**src/rtl/seqr_pkg.sv**
```systemverilog
package seqr_pkg;

    // bit position where the field-count value begins in the immediate
    localparam int SEG_SHIFT = 9;

    typedef enum logic [1:0] {
        ES_B1 = 2'd0,
        ES_B2 = 2'd1,
        ES_B4 = 2'd2,
        ES_B8 = 2'd3
    } esize_e;

    typedef enum logic {
        ST_IDLE = 1'b0,
        ST_RUN  = 1'b1
    } seq_state_e;

    // element size in bytes for a size code
    function automatic logic [3:0] esize_bytes(input esize_e code);
        logic [3:0] b;
        case (code)
            ES_B1:   b = 4'd1;
            ES_B2:   b = 4'd2;
            ES_B4:   b = 4'd4;
            default: b = 4'd8;
        endcase
        return b;
    endfunction

endpackage

```
**src/rtl/seqr_loop_ctrl.sv**
```systemverilog
module seqr_loop_ctrl
    import seqr_pkg::*;
#(
    parameter int VL_W  = 8,
    parameter int FLD_W = 3
) (
    input  logic             clk,
    input  logic             rst,
    input  logic             start,
    input  logic [VL_W-1:0]  vlen,
    input  logic [FLD_W-1:0] fld_last_in,
    input  logic             ready,
    output logic             busy,
    output logic             valid,
    output logic [VL_W-1:0]  elem,
    output logic [FLD_W-1:0] fld,
    output logic             load,
    output logic             adv_field,
    output logic             adv_elem,
    output logic             done
);

    seq_state_e       state_q;
    logic [VL_W-1:0]  vl_q;
    logic [FLD_W-1:0] fld_last_q;
    logic             fire;
    logic             last_fld;
    logic             last_elem;
    logic             zero_start;

    assign busy       = (state_q == ST_RUN);
    assign valid      = busy;
    assign load       = start && !busy && (vlen != '0);
    assign zero_start = start && !busy && (vlen == '0);
    assign fire       = valid && ready;
    assign last_fld   = (fld == fld_last_q);
    assign last_elem  = (elem == vl_q - 1'b1);
    assign adv_field  = fire && !last_fld;
    assign adv_elem   = fire && last_fld && !last_elem;

    always_ff @(posedge clk) begin
        if (rst) begin
            state_q    <= ST_IDLE;
            vl_q       <= '0;
            fld_last_q <= '0;
            elem       <= '0;
            fld        <= '0;
            done       <= 1'b0;
        end else begin
            done <= zero_start;
            if (load) begin
                state_q    <= ST_RUN;
                vl_q       <= vlen;
                fld_last_q <= fld_last_in;
                elem       <= '0;
                fld        <= '0;
            end else if (fire) begin
                if (last_fld) begin
                    fld <= '0;
                    if (last_elem) begin
                        state_q <= ST_IDLE;
                        done    <= 1'b1;
                    end else begin
                        elem <= elem + 1'b1;
                    end
                end else begin
                    fld <= fld + 1'b1;
                end
            end
        end
    end

    p_fld_bound_r3: assert property (@(posedge clk) disable iff (rst)
        valid |-> (fld <= fld_last_q));

    p_elem_bound_r3: assert property (@(posedge clk) disable iff (rst)
        valid |-> (elem < vl_q));

    p_done_pulse_r10: assert property (@(posedge clk) disable iff (rst)
        done |=> !done);

    p_zero_vl_r9: assert property (@(posedge clk) disable iff (rst)
        (start && !busy && (vlen == '0)) |=> (done && !valid));

endmodule

```
**src/rtl/seqr_addr_gen.sv**
```systemverilog
module seqr_addr_gen
    import seqr_pkg::*;
#(
    parameter int ADDR_W = 32,
    parameter int FLD_W  = 3
) (
    input  logic              clk,
    input  logic              rst,
    input  logic              load,
    input  logic [ADDR_W-1:0] base,
    input  logic              strided,
    input  logic [ADDR_W-1:0] stride_in,
    input  logic [FLD_W:0]    nseg,
    input  esize_e            esize,
    input  logic              adv_field,
    input  logic              adv_elem,
    output logic [ADDR_W-1:0] addr
);

    logic [ADDR_W-1:0] seg_q;
    logic [ADDR_W-1:0] stride_q;
    logic [3:0]        esz_q;
    logic [ADDR_W-1:0] unit_stride;
    logic [ADDR_W-1:0] next_seg;

    // unit-stride mode: one segment is the field count times the element size
    assign unit_stride = ADDR_W'(nseg) << esize;
    assign next_seg    = seg_q + stride_q;

    always_ff @(posedge clk) begin
        if (rst) begin
            seg_q    <= '0;
            stride_q <= '0;
            esz_q    <= 4'd1;
            addr     <= '0;
        end else if (load) begin
            seg_q    <= base;
            addr     <= base;
            stride_q <= strided ? stride_in : unit_stride;
            esz_q    <= esize_bytes(esize);
        end else if (adv_elem) begin
            seg_q <= next_seg;
            addr  <= next_seg;
        end else if (adv_field) begin
            addr <= addr + ADDR_W'(esz_q);
        end
    end

    p_elem_realign_r4: assert property (@(posedge clk) disable iff (rst)
        adv_elem |=> (addr == seg_q));

    p_load_base_r4: assert property (@(posedge clk) disable iff (rst)
        load |=> (addr == seg_q));

endmodule

```
**src/rtl/seg_addr_seq.sv**
```systemverilog
module seg_addr_seq
    import seqr_pkg::*;
#(
    parameter int ADDR_W = 32,
    parameter int VL_W   = 8,
    parameter int REG_W  = 5,
    parameter int IMM_W  = 12
) (
    input  logic              clk,
    input  logic              rst,
    input  logic              start,
    input  logic [ADDR_W-1:0] base_addr,
    input  logic [VL_W-1:0]   vlen,
    input  logic [IMM_W-1:0]  imm,
    input  logic [1:0]        esize,
    input  logic              strided,
    input  logic [ADDR_W-1:0] stride,
    input  logic [REG_W-1:0]  reg_base,
    input  logic              is_store,
    output logic              busy,
    output logic              beat_valid,
    input  logic              beat_ready,
    output logic [VL_W-1:0]   beat_elem,
    output logic [REG_W-1:0]  beat_reg,
    output logic [ADDR_W-1:0] beat_addr,
    output logic              beat_store,
    output logic              done
);

    localparam int FLD_W = IMM_W - SEG_SHIFT;

    typedef struct packed {
        logic [VL_W-1:0]   elem;
        logic [REG_W-1:0]  regi;
        logic [ADDR_W-1:0] addr;
    } beat_t;

    logic [FLD_W-1:0]  fld_last;
    logic [FLD_W:0]    nseg;
    logic [FLD_W-1:0]  fld;
    logic [VL_W-1:0]   elem;
    logic [ADDR_W-1:0] addr;
    logic              load;
    logic              adv_field;
    logic              adv_elem;
    logic [REG_W-1:0]  reg_base_q;
    logic              store_q;
    beat_t             beat;

    assign fld_last = imm[IMM_W-1:SEG_SHIFT];
    assign nseg     = {1'b0, fld_last} + 1'b1;

    seqr_loop_ctrl #(.VL_W(VL_W), .FLD_W(FLD_W)) u_ctrl (
        .clk         (clk),
        .rst         (rst),
        .start       (start),
        .vlen        (vlen),
        .fld_last_in (fld_last),
        .ready       (beat_ready),
        .busy        (busy),
        .valid       (beat_valid),
        .elem        (elem),
        .fld         (fld),
        .load        (load),
        .adv_field   (adv_field),
        .adv_elem    (adv_elem),
        .done        (done)
    );

    seqr_addr_gen #(.ADDR_W(ADDR_W), .FLD_W(FLD_W)) u_addr (
        .clk       (clk),
        .rst       (rst),
        .load      (load),
        .base      (base_addr),
        .strided   (strided),
        .stride_in (stride),
        .nseg      (nseg),
        .esize     (esize_e'(esize)),
        .adv_field (adv_field),
        .adv_elem  (adv_elem),
        .addr      (addr)
    );

    always_ff @(posedge clk) begin
        if (rst) begin
            reg_base_q <= '0;
            store_q    <= 1'b0;
        end else if (load) begin
            reg_base_q <= reg_base;
            store_q    <= is_store;
        end
    end

    assign beat.elem  = elem;
    assign beat.regi  = reg_base_q + REG_W'(fld);
    assign beat.addr  = addr;

    assign beat_elem  = beat.elem;
    assign beat_reg   = beat.regi;
    assign beat_addr  = beat.addr;
    assign beat_store = store_q;

    p_hold_stall_r8: assert property (@(posedge clk) disable iff (rst)
        (beat_valid && !beat_ready) |=>
            (beat_valid && $stable(beat_addr) && $stable(beat_elem) && $stable(beat_reg)));

    p_done_quiet_r10: assert property (@(posedge clk) disable iff (rst)
        done |-> (!beat_valid && !busy));

    p_store_const_r12: assert property (@(posedge clk) disable iff (rst)
        (beat_valid && $past(beat_valid)) |-> $stable(beat_store));

    p_first_beat_r3: assert property (@(posedge clk) disable iff (rst)
        (start && !busy && (vlen != '0)) |=> (beat_valid && (beat_elem == '0) && (beat_addr == $past(base_addr))));

endmodule

```
**config.mk**
```make
export PLATFORM = sky130hd
export DESIGN_NAME = seg_addr_seq
export DESIGN_NICKNAME = d
export VERILOG_FILES = /design/src/rtl/seqr_pkg.sv /design/src/rtl/seqr_loop_ctrl.sv /design/src/rtl/seqr_addr_gen.sv /design/src/rtl/seg_addr_seq.sv
export SDC_FILE = /design/constraint.sdc
export NUM_CORES = 1
export LEC_CHECK = 0
export BUFFER_PORTS_ARGS = -buffer_cell sky130_fd_sc_hd__clkbuf_2
export CORE_ASPECT_RATIO = 1.5
export CORE_MARGIN = 5
export CORE_UTILIZATION = 30
export CTS_CLUSTER_DIAMETER = 50
export DETAILED_ROUTE_END_ITERATION = 10
export GPL_TIMING_DRIVEN = 0
export PLACE_DENSITY_LB_ADDON = 0.25
export SYNTH_ARGS = -nofsm -noshare
export SYNTH_HDL_FRONTEND = slang
export SYNTH_SLANG_ARGS = --single-unit
```
**constraint.sdc**
```tcl
create_clock -name clk -period 2.6 [get_ports clk]
set_input_delay 0.39 -clock clk [delete_from_list [all_inputs] [get_ports clk]]
set_output_delay 0.39 -clock clk [all_outputs]
set_load 0.05 [all_outputs]
```
==> impl_metrics.ini <==
[clocking]
clkSinkCount = 130
hold_buffers = 0
cts_root_buf = clkbuf_16
htree_levels = 4
cts_made_buffers = 17
clock_latency_ns = 0.43
cts_tree = yes
cts_buffer_depth = 2
clk_pin_slew_worst_paths_ns = 0.06

[worst_hold_path]
min_to = u_addr.stride_q[15]
holdPathStages = 2
holdCritStartpoint = stride[15]
hold_class = input pin to flop

[global_routing]
grt_max_degree = 17
grt_usage_pct = 22.1
grt_pass1_vias = 8657
antenna_found_initial = 0
gr-total-overflow = 0
grt_pass1_wl_um = 50100

[critical_path]
r2r_end = u_addr.addr[1]
arrival_ns = 3.18
worst_r2r_path_depth = 10
required_ns = 2.92
critPathKind = flop to flop
end_kind = flop
critical_path.max_fanout = 8
setup.worst_path.start_class = flop
r2r-start = u_ctrl.vl_q[5]
reg2reg_slack_ns = -0.26

[placement]
globalplace.congestion = 0.902
portBuffers = 135
post-place-ws_ns = -1.03
dpl_cell_area_sq_um = 9020
dp_cells = 1464
hpwl_um = 23800

[power_and_ir_drop]
total_power_mw = 6.79
clkPwrFrac_pct = 38.2
ir_drop_mv = 0.474
internal-power_mw = 4.54
p_switching_mw = 2.25
power_density_nw_per_um2 = 581
power_switching_share_pct = 33.1
p_comb_share_pct = 28.3
seqPwrFrac_pct = 33.5
power.leakage_nw = 4.77

[synthesis]
seq_area_frac_synth_pct = 33.1
synth_cells = 996
yosysWarnings = 0
syn_nets = 1138
synth_top_cells_by_count = nand2_1, dfxtp_1, a21oi_1, nor2_1, o21ai_0
synth-main-ff-cell = dfxtp_1
synth_most_common_cell = nand2_1
synth_cell_types = 65
synth.avg_cell_area_sq_um = 7.89
yosysTopAreaCell = dfxtp_1
netlist_area_sq_um = 7860
synth_edf_count = 0
synth-async-reset-ratio_pct = 0
synth.area.top_cells = dfxtp_1, nand2_1, ha_1
synth.top_cell.area_share_pct = 33.1
ys_ff_latch = 130

[cells_and_area]
area_delta_synth_final_pct = 48.7
nNetsFinal = 1360
final_core_util_pct = 45.2
diodes = 0
fin_cells = 1564
final_area_sq_um = 11700
fillCellCount = 2551
drive_gt1_share_pct = 36.6

[timing]
hold_ws_ns = 0.170
rsz0062_at_grt = yes
period_minus_slack_ns = 2.86
period_share_pct = 110
worst_pin_slew_ns = 0.964
fmax_mhz = 350
setup_viol = 67
drv_slew = 0
fin_skew_ns = 0.00940
finalHoldViolations = 0
fin_ws_ns = -0.259
slew_headroom_pct = 35.8
setup_tns_ns = -7.04

[run_status]
violations = setup timing
outcome = finished with violations

[floorplanning]
io_pins = 146
die_area_sq_um = 29600
rows = 72
die_w_um = 142
fp.dieH_um = 208
initial_core_util_pct = 30.4
core_sq_um = 25900

[routing]
drt_wl_total_um = 33900
dr.pass1.iters = 5
drtIter0Drc = 537
drc = 0
wl_per_cell_um = 21.7
via_count = 8736
postRouteAntennaNets = 0
viasPerCell = 5.59

[run]
max_cap_viol_count = 0
-- worst max-delay path, cell delays in order, from the launching register on --
cell and delay, ns:
dfxtp_4 0.34, or4_4 0.53, or3_4 0.35, a211oi_4 0.24, a211oi_2 0.08, or2_4 0.31, buf_8 0.15, clkbuf_16 0.17
a22oi_2 0.27, o211ai_1 0.15, o211a_1 0.14
-- flip-flops by register name, summed over array words and instances (netlist names) --
name and cells:
u_ctrl.vl_q 8, u_addr.esz_q 4, u_addr.seg_q 32, beat_store 1, u_addr.addr 32, reg_base_q 5
u_ctrl.fld_last_q 3, u_ctrl.busy 1, u_ctrl.done 1, u_ctrl.fld 3, u_addr.stride_q 32, u_ctrl.elem 8
-- timing repair --
item	CTS	global route
pin swaps	83	58
endpoints found under the setup margin	119	113
setup buffers	48	18
resized for setup	218	114
cloned	8	1
-- layer usage --
metal | wire length [um] | vias to the layer above | GRT usage, %
met4 | 1840 | 0 | 11.0
met5 | 0 | - | 0
met2 | 17400 | 343 | 40.0
li1 | - | 4122 | -
met3 | 1900 | 102 | 3.74
met1 | 12800 | 4169 | 24.4
-- cell type report --
class	count	area (sq um)	area share, %
repair buffers	206	1470	12.6
well taps	333	417	3.57
clock buffers	20	478	4.09
plain buffers	50	377	3.22
clock inverters	12	154	1.32
inverters	22	82.6	0.707
multi-input cells	791	6060	51.9
flip-flops and latches	130	2650	22.7
-- power by group through the flow --
| stage | logic, mW | registers [mW] | clock network, mW |
|---|---|---|---|
| floorplan | 0.735 | 2.40 | 0 |
| global placement | 1.31 | 2.29 | 0 |
| detailed placement | 1.31 | 2.29 | 0 |
| CTS | 1.78 | 2.26 | 2.63 |
| global route | 2.03 | 2.29 | 2.71 |
| finish | 1.92 | 2.28 | 2.59 |
-- cell families (layout without fill, tap and decap cells) --
logic type	Yosys count	in the layout	synth area share, %
AO/OA/AOI/OAI	327	327	27.8
XOR/XNOR	58	58	6.47
adder cells (fa/ha/maj)	45	45	7.45
buffers and inverters	75	310	3.84
flip-flops	130	130	33.1
multiplexers	4	4	0.510
AND/OR/NAND/NOR	357	357	20.8
-- how the worst max path moves through the flow --
stage,start,to,slack [ns],depth (start not counted)
floorplan,u_addr.addr[1],u_addr.addr[22],-0.005,10
global placement,u_ctrl.vl_q[1],u_addr.addr[12],-1.05,10
detailed placement,u_ctrl.vl_q[1],u_addr.addr[12],-1.03,10
CTS,u_ctrl.vl_q[5],u_addr.seg_q[29],-0.26,10
global route,u_ctrl.vl_q[2],u_addr.addr[9],-0.32,12
finish,u_ctrl.vl_q[5],u_addr.addr[1],-0.26,10
-- layout by cell type, fill, tap and decap left out, types with 12 or more instances in the layout --
cell type and count:
buf_6 17, clkbuf_16 22, a22oi_2 14, a21oi_2 25, xor2_1 21, nor3_1 15
o21ai_0 33, nand2_4 15, dfxtp_1 104, dfxtp_2 21, nand2_1 128, nand3_1 37
clkbuf_2 141, ha_1 29, buf_4 44, a22o_1 27, xnor2_1 32, or3_1 12
a31oi_1 18, ha_4 13, inv_1 20, a21oi_1 67, o211ai_1 13, nor2_1 56
clkbuf_1 27
(Power assumes the default switching activity.)
